<file path="config.mk">
export PLATFORM = sky130hd
export DESIGN_NAME = irq_route_regs
export DESIGN_NICKNAME = d
export VERILOG_FILES = /design/src/rtl/irq_route_pkg.sv /design/src/rtl/irq_route_decode.sv /design/src/rtl/irq_route_table.sv /design/src/rtl/irq_route_regs.sv
export SDC_FILE = /design/constraint.sdc
export NUM_CORES = 2
export LEC_CHECK = 0
export ABC_AREA = 1
export BUFFER_PORTS_ARGS = -buffer_cell sky130_fd_sc_hd__buf_2
export CORE_MARGIN = 2
export CORE_UTILIZATION = 55
export DETAILED_ROUTE_END_ITERATION = 8
export MAX_ROUTING_LAYER = met4
export PLACE_DENSITY = 0.74
export RECOVER_POWER = 50
export SYNTH_ARGS = -nofsm -noshare
export SYNTH_HDL_FRONTEND = slang
export SYNTH_SLANG_ARGS = --single-unit
</file>
<file path="constraint.sdc">
create_clock -name clk -period 4 [get_ports clk]
set_input_delay 0.6 -clock clk [delete_from_list [all_inputs] [get_ports clk]]
set_output_delay 0.6 -clock clk [all_outputs]
set_load 0.05 [all_outputs]
</file>
<file path="src/rtl/irq_route_pkg.sv">
package irq_route_pkg;

    localparam logic [7:0]  OFS_INDEX   = 8'h00;
    localparam logic [7:0]  OFS_WINDOW  = 8'h10;
    localparam logic [31:0] IDX_IDENT   = 32'h00;
    localparam logic [31:0] IDX_VERSION = 32'h01;
    localparam logic [31:0] IDX_ARBIT   = 32'h02;
    localparam logic [31:0] IDX_TABLE   = 32'h10;

    // one routing entry, 64 bits, laid out as the decode logic of neighbours expects
    typedef struct packed {
        logic [7:0]  dest;
        logic [38:0] rsvd_hi;
        logic        mask;
        logic        level;
        logic        rirr;
        logic        polarity;
        logic        rsvd_lo;
        logic        dest_logical;
        logic [2:0]  dlv_mode;
        logic [7:0]  vector;
    } route_ent_t;

    typedef enum logic [2:0] {
        TGT_NONE,
        TGT_IDENT,
        TGT_VERSION,
        TGT_ARBIT,
        TGT_ENTRY
    } tgt_e;

    typedef struct packed {
        tgt_e        tgt;
        logic        hi;
        logic [30:0] idx;
    } sel_dec_t;

    function automatic logic size_ok(input logic [3:0] sz);
        return (sz == 4'd4) || (sz == 4'd8);
    endfunction

    function automatic sel_dec_t decode_index(input logic [31:0] sel, input int unsigned npins);
        sel_dec_t    d;
        logic [31:0] off;
        off   = sel - IDX_TABLE;
        d.idx = off[31:1];
        d.hi  = sel[0];
        if (sel == IDX_IDENT)          d.tgt = TGT_IDENT;
        else if (sel == IDX_VERSION)   d.tgt = TGT_VERSION;
        else if (sel == IDX_ARBIT)     d.tgt = TGT_ARBIT;
        else if (sel < IDX_TABLE)      d.tgt = TGT_NONE;
        else if (d.idx < 31'(npins))   d.tgt = TGT_ENTRY;
        else                           d.tgt = TGT_NONE;
        return d;
    endfunction

endpackage

</file>
<file path="src/rtl/irq_route_decode.sv">
module irq_route_decode
    import irq_route_pkg::*;
#(
    parameter int NUM_PINS = 24,
    localparam int PIN_W   = $clog2(NUM_PINS)
) (
    input  logic [7:0]       ofs,
    input  logic [31:0]      sel_q,
    output logic             hit_index,
    output logic             hit_window,
    output tgt_e             tgt,
    output logic             ent_hi,
    output logic [PIN_W-1:0] ent_idx
);
    sel_dec_t dec;

    always_comb begin
        hit_index  = (ofs == OFS_INDEX);
        hit_window = (ofs == OFS_WINDOW);
        dec        = decode_index(sel_q, NUM_PINS);
        tgt        = dec.tgt;
        ent_hi     = dec.hi;
        ent_idx    = dec.idx[PIN_W-1:0];
    end

endmodule

</file>
<file path="src/rtl/irq_route_table.sv">
module irq_route_table
    import irq_route_pkg::*;
#(
    parameter int NUM_PINS = 24,
    localparam int PIN_W   = $clog2(NUM_PINS)
) (
    input  logic                clk,
    input  logic                rst,
    input  logic                wr_en,
    input  logic                wr_hi,
    input  logic [PIN_W-1:0]    wr_idx,
    input  logic [31:0]         wr_word,
    input  logic [NUM_PINS-1:0] pend_set,
    input  logic [NUM_PINS-1:0] pend_clr,
    input  logic [PIN_W-1:0]    rd_idx,
    input  logic                rd_hi,
    output logic [31:0]         rd_word,
    output logic                mask_evt,
    output logic [PIN_W-1:0]    mask_evt_pin,
    output logic                mask_evt_val,
    output logic                svc_req,
    output logic [PIN_W-1:0]    svc_pin
);
    localparam route_ent_t RESET_ENT = '{mask: 1'b1, default: '0};

    route_ent_t          ent_q [NUM_PINS];
    logic [NUM_PINS-1:0] pend_q;
    logic [NUM_PINS-1:0] mask_vec;
    logic                old_mask;
    logic                new_mask;

    for (genvar p = 0; p < NUM_PINS; p++) begin : g_mask
        assign mask_vec[p] = ent_q[p].mask;
    end

    assign old_mask = mask_vec[wr_idx];
    assign new_mask = wr_word[16];

    always_ff @(posedge clk) begin
        for (int p = 0; p < NUM_PINS; p++) begin
            if (rst) begin
                ent_q[p] <= RESET_ENT;
            end else if (wr_en && (wr_idx == PIN_W'(p))) begin
                if (wr_hi) begin
                    ent_q[p][63:32] <= wr_word;
                end else begin
                    ent_q[p][31:0] <= wr_word;
                    ent_q[p].rirr  <= 1'b0;
                end
            end
        end
    end

    always_ff @(posedge clk) begin
        if (rst) begin
            pend_q       <= '0;
            mask_evt     <= 1'b0;
            mask_evt_pin <= '0;
            mask_evt_val <= 1'b0;
            svc_req      <= 1'b0;
            svc_pin      <= '0;
        end else begin
            pend_q   <= (pend_q | pend_set) & ~pend_clr;
            mask_evt <= wr_en && !wr_hi && (new_mask != old_mask);
            if (wr_en && !wr_hi && (new_mask != old_mask)) begin
                mask_evt_pin <= wr_idx;
                mask_evt_val <= new_mask;
            end
            svc_req <= wr_en && pend_q[wr_idx];
            if (wr_en) svc_pin <= wr_idx;
        end
    end

    assign rd_word = rd_hi ? ent_q[rd_idx][63:32] : ent_q[rd_idx][31:0];


    evt_needs_low_write_chk: assert property (@(posedge clk) disable iff (rst)
        mask_evt |-> $past(wr_en && !wr_hi));

    evt_value_match_chk: assert property (@(posedge clk) disable iff (rst)
        mask_evt |-> (mask_vec[mask_evt_pin] == mask_evt_val));

    rirr_cleared_chk: assert property (@(posedge clk) disable iff (rst)
        $past(wr_en && !wr_hi) |-> !ent_q[$past(wr_idx)].rirr);

    hi_keeps_lo_chk: assert property (@(posedge clk) disable iff (rst)
        $past(wr_en && wr_hi) |-> (ent_q[$past(wr_idx)][31:0] == $past(ent_q[wr_idx][31:0])));

    svc_needs_pend_chk: assert property (@(posedge clk) disable iff (rst)
        svc_req |-> $past(wr_en && pend_q[wr_idx]));

endmodule

</file>
<file path="src/rtl/irq_route_regs.sv">
module irq_route_regs
    import irq_route_pkg::*;
#(
    parameter int         NUM_PINS = 24,
    parameter int         ADDR_W   = 12,
    parameter logic [7:0] VER_CODE = 8'h11,
    localparam int        PIN_W    = $clog2(NUM_PINS)
) (
    input  logic                clk,
    input  logic                rst,
    input  logic [ADDR_W-1:0]   bus_addr,
    input  logic                bus_wr,
    input  logic [3:0]          bus_size,
    input  logic [63:0]         bus_wdata,
    output logic [31:0]         bus_rdata,
    input  logic [NUM_PINS-1:0] pend_set,
    input  logic [NUM_PINS-1:0] pend_clr,
    output logic                mask_evt,
    output logic [PIN_W-1:0]    mask_evt_pin,
    output logic                mask_evt_val,
    output logic                svc_req,
    output logic [PIN_W-1:0]    svc_pin
);
    localparam logic [31:0] VERSION_WORD = {8'h00, 8'(NUM_PINS - 1), 8'h00, VER_CODE};

    logic [31:0]      sel_q;
    logic [3:0]       ident_q;
    logic             hit_index;
    logic             hit_window;
    tgt_e             tgt;
    logic             ent_hi;
    logic [PIN_W-1:0] ent_idx;
    logic             wr_ok;
    logic             sel_we;
    logic             ident_we;
    logic             tbl_we;
    logic [31:0]      tbl_word;

    irq_route_decode #(.NUM_PINS(NUM_PINS)) u_dec (
        .ofs        (bus_addr[7:0]),
        .sel_q      (sel_q),
        .hit_index  (hit_index),
        .hit_window (hit_window),
        .tgt        (tgt),
        .ent_hi     (ent_hi),
        .ent_idx    (ent_idx)
    );

    assign wr_ok    = bus_wr && size_ok(bus_size);
    assign sel_we   = wr_ok && hit_index;
    assign ident_we = wr_ok && hit_window && (tgt == TGT_IDENT);
    assign tbl_we   = wr_ok && hit_window && (tgt == TGT_ENTRY);

    always_ff @(posedge clk) begin
        if (rst) begin
            sel_q   <= '0;
            ident_q <= '0;
        end else begin
            if (sel_we)   sel_q   <= bus_wdata[31:0];
            if (ident_we) ident_q <= bus_wdata[27:24];
        end
    end

    irq_route_table #(.NUM_PINS(NUM_PINS)) u_tbl (
        .clk          (clk),
        .rst          (rst),
        .wr_en        (tbl_we),
        .wr_hi        (ent_hi),
        .wr_idx       (ent_idx),
        .wr_word      (bus_wdata[31:0]),
        .pend_set     (pend_set),
        .pend_clr     (pend_clr),
        .rd_idx       (ent_idx),
        .rd_hi        (ent_hi),
        .rd_word      (tbl_word),
        .mask_evt     (mask_evt),
        .mask_evt_pin (mask_evt_pin),
        .mask_evt_val (mask_evt_val),
        .svc_req      (svc_req),
        .svc_pin      (svc_pin)
    );

    always_comb begin
        bus_rdata = '0;
        if (hit_index) begin
            bus_rdata = sel_q;
        end else if (hit_window) begin
            unique case (tgt)
                TGT_IDENT, TGT_ARBIT: bus_rdata = {4'h0, ident_q, 24'h0};
                TGT_VERSION:          bus_rdata = VERSION_WORD;
                TGT_ENTRY:            bus_rdata = tbl_word;
                default:              bus_rdata = '0;
            endcase
        end
    end


    index_hold_chk: assert property (@(posedge clk) disable iff (rst)
        !$past(sel_we) |-> $stable(sel_q));

    ident_hold_chk: assert property (@(posedge clk) disable iff (rst)
        !$past(ident_we) |-> $stable(ident_q));

endmodule

</file>
Word level (Yosys, flattened, before mapping)
Memory sizes are Yosys's and may differ from the RTL's.
Index checks and enable logic that the tools add are counted.

word-level totals
  register bits after elaboration = 73
  memory bits (writable) = 1,536
  bits of input ports = 131
  output and inout bits = 45
  word-level logic and storage cells = 392
  memories = 1

operators by class
  $add $sub $neg = 1
  $lt $le $gt $ge = 3
  equality and inequality tests = 33
  muxes and demuxes = 233
  bitwise operators = 75
  reduce and logical (&&, ||, !) cells = 38

memories
  memory       words  bits a word  read ports  clocked after Yosys merged registers in  wr ports  line                   RTL
  u_tbl.ent_q  24     64           25          0                                        24        irq_route_table.sv:26  route_ent_t ent_q [NUM_PINS];

operators by type and width
  kind                                                  number
  2-to-1 mux 32 bit                                     51
  2-to-1 mux 1 bit                                      174
  case mux 32 bit (3 select lines)                      1
  OR 1 bit                                              72
  equality test 5 x 4 -> 1 bit, second input constant   8
  equality test 5 bit, second input constant            8
  equality test 32 x 1 -> 1 bit, second input constant  1
  equality test 32 x 2 -> 1 bit, second input constant  1
  logical AND 1 bit                                     32
  zero test 32 bit                                      1
  < comparator 32 x 5 -> 1 bit, second input constant   1
  subtractor 32 x 5 -> 32 bit, second input constant    1
  < comparator 31 x 5 -> 1 bit, second input constant   1
  AND 24 bit                                            1
  inverter 24 bit                                       1
  OR 24 bit                                             1
  equality test 5 x 3 -> 1 bit, second input constant   4
  2-to-1 mux 3 bit                                      5
  binary-select mux 1 bit (select 5 bit)                2
  equality test 5 x 2 -> 1 bit, second input constant   2
  equality test 8 x 5 -> 1 bit, second input constant   1
  zero test 8 bit                                       1
  equality test 3 x 2 -> 1 bit, second input constant   2
  < comparator 5 x 6 -> 1 bit, second input constant    1
  10 further kinds                                      10

Logic depth before layout (Yosys ltp)
  depth in word-level cells = 15
  depth in mapped cells = 19
  depth with buffers taken out = 18

Modules after synthesis
A second synthesis with hierarchy kept.

unflattened totals
  cells, all modules = 6,935
  area, all modules = 71,152.0 µm²

by module, submodules not included
  module            times used  cells an instance  area an instance (µm²)  sequential area each (µm²)
  irq_route_table   1           6,405              68,089.1                46,144.3
  irq_route_regs    1           328                2,109.5                 720.7
  irq_route_decode  1           202                953.4                   0.0

Least setup slack after synthesis
No wires, ideal clock.

  path type = reg2reg
  start point = reg sel_q[4]
  end point = mem u_tbl.ent_q[18][32] (netlist name) (enable)
  library setup time = 0.389 ns
  data arrival time = 3.095 ns
  data required time = 3.611 ns
  slack = 0.515 ns
  cell stages (with the launch flop) = 18
  path buffers = 3
  period minus slack after synthesis = 3.485 ns
  cell sequence = dfxtp_1 > buf_2 > inv_2 > ha_1 > nand2_1 > nor2_4 > nand3_1 > nand2_1 > nand2_1 > nor2_1 > nand3b_1 > nor2_1 > nand3_1 > buf_4 > buf_1 > nor3_1 > nand2_1 > nand2_1

RTL lines
  what                      line                   RTL
  start: declaration        irq_route_regs.sv:26   logic [31:0] sel_q;
  start signal: assignment  irq_route_regs.sv:59   if (sel_we) sel_q <= bus_wdata[31:0];
  end: declaration          irq_route_table.sv:26

Final worst setup path
  start point = reg sel_q[1]
  end point = out bus_rdata[0]

on the way
  cells in the longest elaborated chain, start to end = 12
  elaborated cells on any way between the ends = 21
  classes of those cells = add/sub (1); order compare (2); eq/ne (6); mux (9); reduce/logical (2); memory (1)

RTL lines
  what                                                                          line                  RTL
  subtractor 32 x 5 -> 32 bit                                                   irq_route_pkg.sv:45   off = sel - IDX_TABLE;
  < comparator 31 x 5 -> 1 bit                                                  irq_route_pkg.sv:52   else if (d.idx < 31'(npins)) d.tgt = TGT_ENTRY;
  2-to-1 mux 3 bit                                                              irq_route_pkg.sv:52
  2-to-1 mux 3 bit                                                              irq_route_pkg.sv:51   else if (sel < IDX_TABLE) d.tgt = TGT_NONE;
  2-to-1 mux 3 bit                                                              irq_route_pkg.sv:50   else if (sel == IDX_ARBIT) d.tgt = TGT_ARBIT;
  2-to-1 mux 3 bit                                                              irq_route_pkg.sv:49   else if (sel == IDX_VERSION) d.tgt = TGT_VERSION;
  2-to-1 mux 3 bit                                                              irq_route_pkg.sv:48   if (sel == IDX_IDENT) d.tgt = TGT_IDENT;
  equality test 3 x 1 -> 1 bit or equality test 3 x 2 -> 1 bit (tied branches)  irq_route_regs.sv:88  unique case (tgt)
  OR reduction 2 bit                                                            irq_route_regs.sv:88
  case mux 32 bit (3 select lines) (*)                                          irq_route_regs.sv:88
  2-to-1 mux 32 bit (*)                                                         irq_route_regs.sv:87  end else if (hit_window) begin
  2-to-1 mux 32 bit (*)                                                         irq_route_regs.sv:85  if (hit_index) begin
  end: declaration                                                              irq_route_regs.sv:15  output logic [31:0] bus_rdata,

Every way passes the cells marked *; elsewhere a longest branch is shown, timed or not.

==> impl_metrics.json <==
{
  "drtIter0Drc": 10640,
  "cts_tree": "done",
  "synth_top_area_cell": "edfxtp_1",
  "die_h_um": 354.5,
  "maxCapViolCount": 1,
  "max_slew_margin_pct": -20.39,
  "totalWireLength_um": 241400,
  "instances_no_fill": 8071,
  "h-tree-depth": 4,
  "syn_area_um2": 67550,
  "yosys-top-cells-count": "nor2_1 (1833), edfxtp_1 (1512), o22ai_1 (563), nand2_1 (431), clkbuf_1 (411)",
  "power.density_nw_per_um2": 427.6,
  "antenna_found_initial": 3,
  "io_buffers": 139,
  "synth_ff_type": "edfxtp_1",
  "worstHoldEndpoint": "u_tbl.pend_q[3]",
  "path_common_cell": "buf_12",
  "initial_core_util_pct": 55.43,
  "hp-class": "input pin to register",
  "synth_cell_types": 42,
  "synthArstFlopShare_pct": 0,
  "syn_nets": 6229,
  "ys_seq_area_share_pct": 69.37,
  "dp_cells": 7597,
  "overflow": 0,
  "dieArea_um2": 125600,
  "synth_edf_count": 1512,
  "cp_cell_sequence": "buf_12 > nand2_8 > buf_12 > buf_12 > buf_6 > buf_12 > o22ai_2 > o21ai_1 > nand4_1 > nand2_1 > nand3_2 > o21ai_2 > buf_4 > nand2_1 > o211ai_1 > buf_4",
  "clockRootBuffer": "clkbuf_16",
  "status": "complete, but fails checks",
  "first_pass_iters": 8,
  "r2r_setup_slack_ns": -0.08,
  "p_comb_share_pct": 3.9,
  "ys_ff_latch": 1585,
  "synth_area_leaders": "edfxtp_1 (67%), nor2_1 (10%), o22ai_1 (5.2%), o21ai_0 (2.7%), nand2_1 (2.4%)",
  "grtUsageTotal_pct": 38.18,
  "ioPinCount": 176,
  "final_cell_area_um2": 80220,
  "placementRows": 128,
  "power.leakage_nw": 30.23,
  "internal_power_mw": 26.76,
  "max_stage_delay_ns": 0.40,
  "p_sw_mw": 7.548,
  "vias": 54110,
  "worstPathArrival_ns": 3.66,
  "min_period_over_period_pct": 106.6,
  "nNetsFinal": 6451,
  "fin_crit_ns": 4.264,
  "place.gp.congestion": 0.9776,
  "vias_per_cell": 6.705,
  "r2r_start": "sel_q[4]",
  "cts_buffer_depth": 3,
  "drc": 0,
  "grt_max_degree": 100,
  "violations": "capacitance limit, slew limit, setup timing",
  "max_freq_ghz": 0.2345,
  "place_area_um2": 71930,
  "tns_ns": -3.754,
  "avgRoutedWirePerCell_um": 29.91,
  "core_area_um2": 121900,
  "swShare_pct": 22.00,
  "setup_viol": 60,
  "ant_nets": 0,
  "synth_area_per_cell_um2": 11.08,
  "slew_violations": 44,
  "path_max_fanout": 7,
  "min_path_cells": 3,
  "cp-start-kind": "register",
  "syn2layout_area_growth_pct": 18.75,
  "worst_pin_slew_ns": 1.806,
  "place.detailed.hpwl_um": 129900,
  "reg2reg_to": "u_tbl.ent_q[21][59]",
  "rsz0062_at_grt": "yes",
  "hold_viol": 0,
  "yosysTopAreaCellShare_pct": 67.21,
  "finalWorstSetupSlack_ns": -0.2641,
  "pwr-share-seq_pct": 54.8,
  "drive_gt1_share_pct": 18.13,
  "grt_pass1_vias": 51390,
  "min-delay-start": "pend_set[3]",
  "finalClockSkew_ns": 0.03351,
  "syn_inst": 6097,
  "cp_slowest_cell": "dfxtp_4",
  "clk_pin_slew_ns": 0.06,
  "cts_made_buffers": 156,
  "grt_pass1_wl_um": 338800,
  "critical_path_class": "register to output port",
  "die_w_um": 354.5,
  "synth_most_common_cell": "nor2_1",
  "rr_worst_depth": 19,
  "yosys_warnings": 0,
  "cp-end-kind": "output port",
  "worstPathRequired_ns": 3.40,
  "pwr-share-clk_pct": 41.3,
  "power_mw": 34.31,
  "ir_worst_vdd_v": 0.0004786,
  "clkLatencyLatePin_ns": 0.79,
  "clock-sinks": 1585
}
critical path: cells and delay by family (launching register included):
kind / cells / cell delay [ns]
and+or+nand+nor: 5 / 0.86
AOI/OAI and AO/OA: 4 / 0.55
DFF: 1 / 0.40
buffers and inverters: 7 / 1.06
timing repair:
action,CTS,global route
endpoints found under the hold margin,24,0
hold buffers,24,0
pin swaps,63,139
buffers inserted,46,93
gates resized for setup,263,337
cloned,22,15
endpoints found under the setup margin,32,32
layout make-up:
class	instances	area, µm²
flip-flops and latches	1585	46900
fillers	8574	41660
multi-input cells	3816	19030
repair buffers	643	6954
clock buffers	194	4141
well taps	1625	2033
clock inverters	89	664.4
inverters	117	493.0
diodes	2	5.005
logic make-up (layout without fill, tap and decap cells):
kind of cell	Yosys count	count (layout)	synth area share, %
flip-flops	1585	1585	69.37
adder cells (fa/ha/maj)	1	1	0.01852
XOR/XNOR	4	4	0.05187
AO/OA/AOI/OAI	1157	1157	10.39
buffers and inverters	700	1043	4.101
AND/OR/NAND/NOR	2650	2654	16.07
other	0	2	0
worst max path at each step:
| stage | startpoint | to | depth (start not counted) |
|---|---|---|---|
| 3_3_place_gp | sel_q[1] | bus_rdata[0] | 14 |
| 2_1_floorplan | sel_q[4] | u_tbl.ent_q[18][32] | 17 |
| 4_1_cts | sel_q[2] | bus_rdata[4] | 13 |
| 6_report | sel_q[1] | bus_rdata[0] | 16 |
| 3_5_place_dp | sel_q[5] | bus_rdata[14] | 17 |
| 5_1_grt | sel_q[4] | bus_rdata[4] | 19 |
per-stage QoR:
stage	hold WS, ns	util, %	worst slack (ns)
3_3_place_gp	0.4346	59.01	0.2978
4_1_cts	0.06240	64.58	-0.09415
2_1_floorplan	0.4245	-	0.5153
6_report	0.08454	65.82	-0.2641
3_5_place_dp	0.4482	59.01	0.2906
5_1_grt	0.07642	65.82	-0.2352
per-layer routing:
layer	global-route usage, %	wire length (µm)
met5	-	0
met4	21.81	16820
met1	48.06	79660
met2	54.88	105700
met3	11.88	39250
flip-flops by register name (all words and copies together) (netlist names):
name                cells
u_tbl.ent_q          1512
ident_q                 4
u_tbl.svc_req           1
u_tbl.mask_evt          1
u_tbl.mask_evt_pin      5
u_tbl.mask_evt_val      1
u_tbl.pend_q           24
sel_q                  32
u_tbl.svc_pin           5
cells in the final DEF, fill, tap and decap left out, types with 27 or more instances in the layout:
cell          n
buf_6        44
buf_16       27
edfxtp_1   1512
a22oi_1      35
buf_12      102
nand2_1     382
dfxtp_1      57
nor2_4       31
buf_2        93
nor2_2       30
nor2_1     1784
nand3_1      68
clkinv_1     43
o21ai_0     202
clkinv_2     27
o22ai_1     553
clkbuf_1     51
clkbuf_16   176
o21ai_1     134
or2_2        87
clkbuf_4     46
o31ai_1      28
inv_1        68
nand2_2      39
nor3_1       53
nand4_1     136
a21oi_1      58
buf_4       237
inv_2        36
o221ai_1     42
power groups by stage:
stage | clock [mW] | combinational [mW] | sequential (mW)
after floorplan | 0 | 0.618 | 19.1
after CTS | 14.1 | 1.30 | 18.8
after detailed placement | 0 | 1.27 | 19.1
after global placement | 0 | 1.25 | 19.1
final | 14.2 | 1.34 | 18.8
after global routing | 14.8 | 1.37 | 18.8
(Power assumes the default switching activity.)
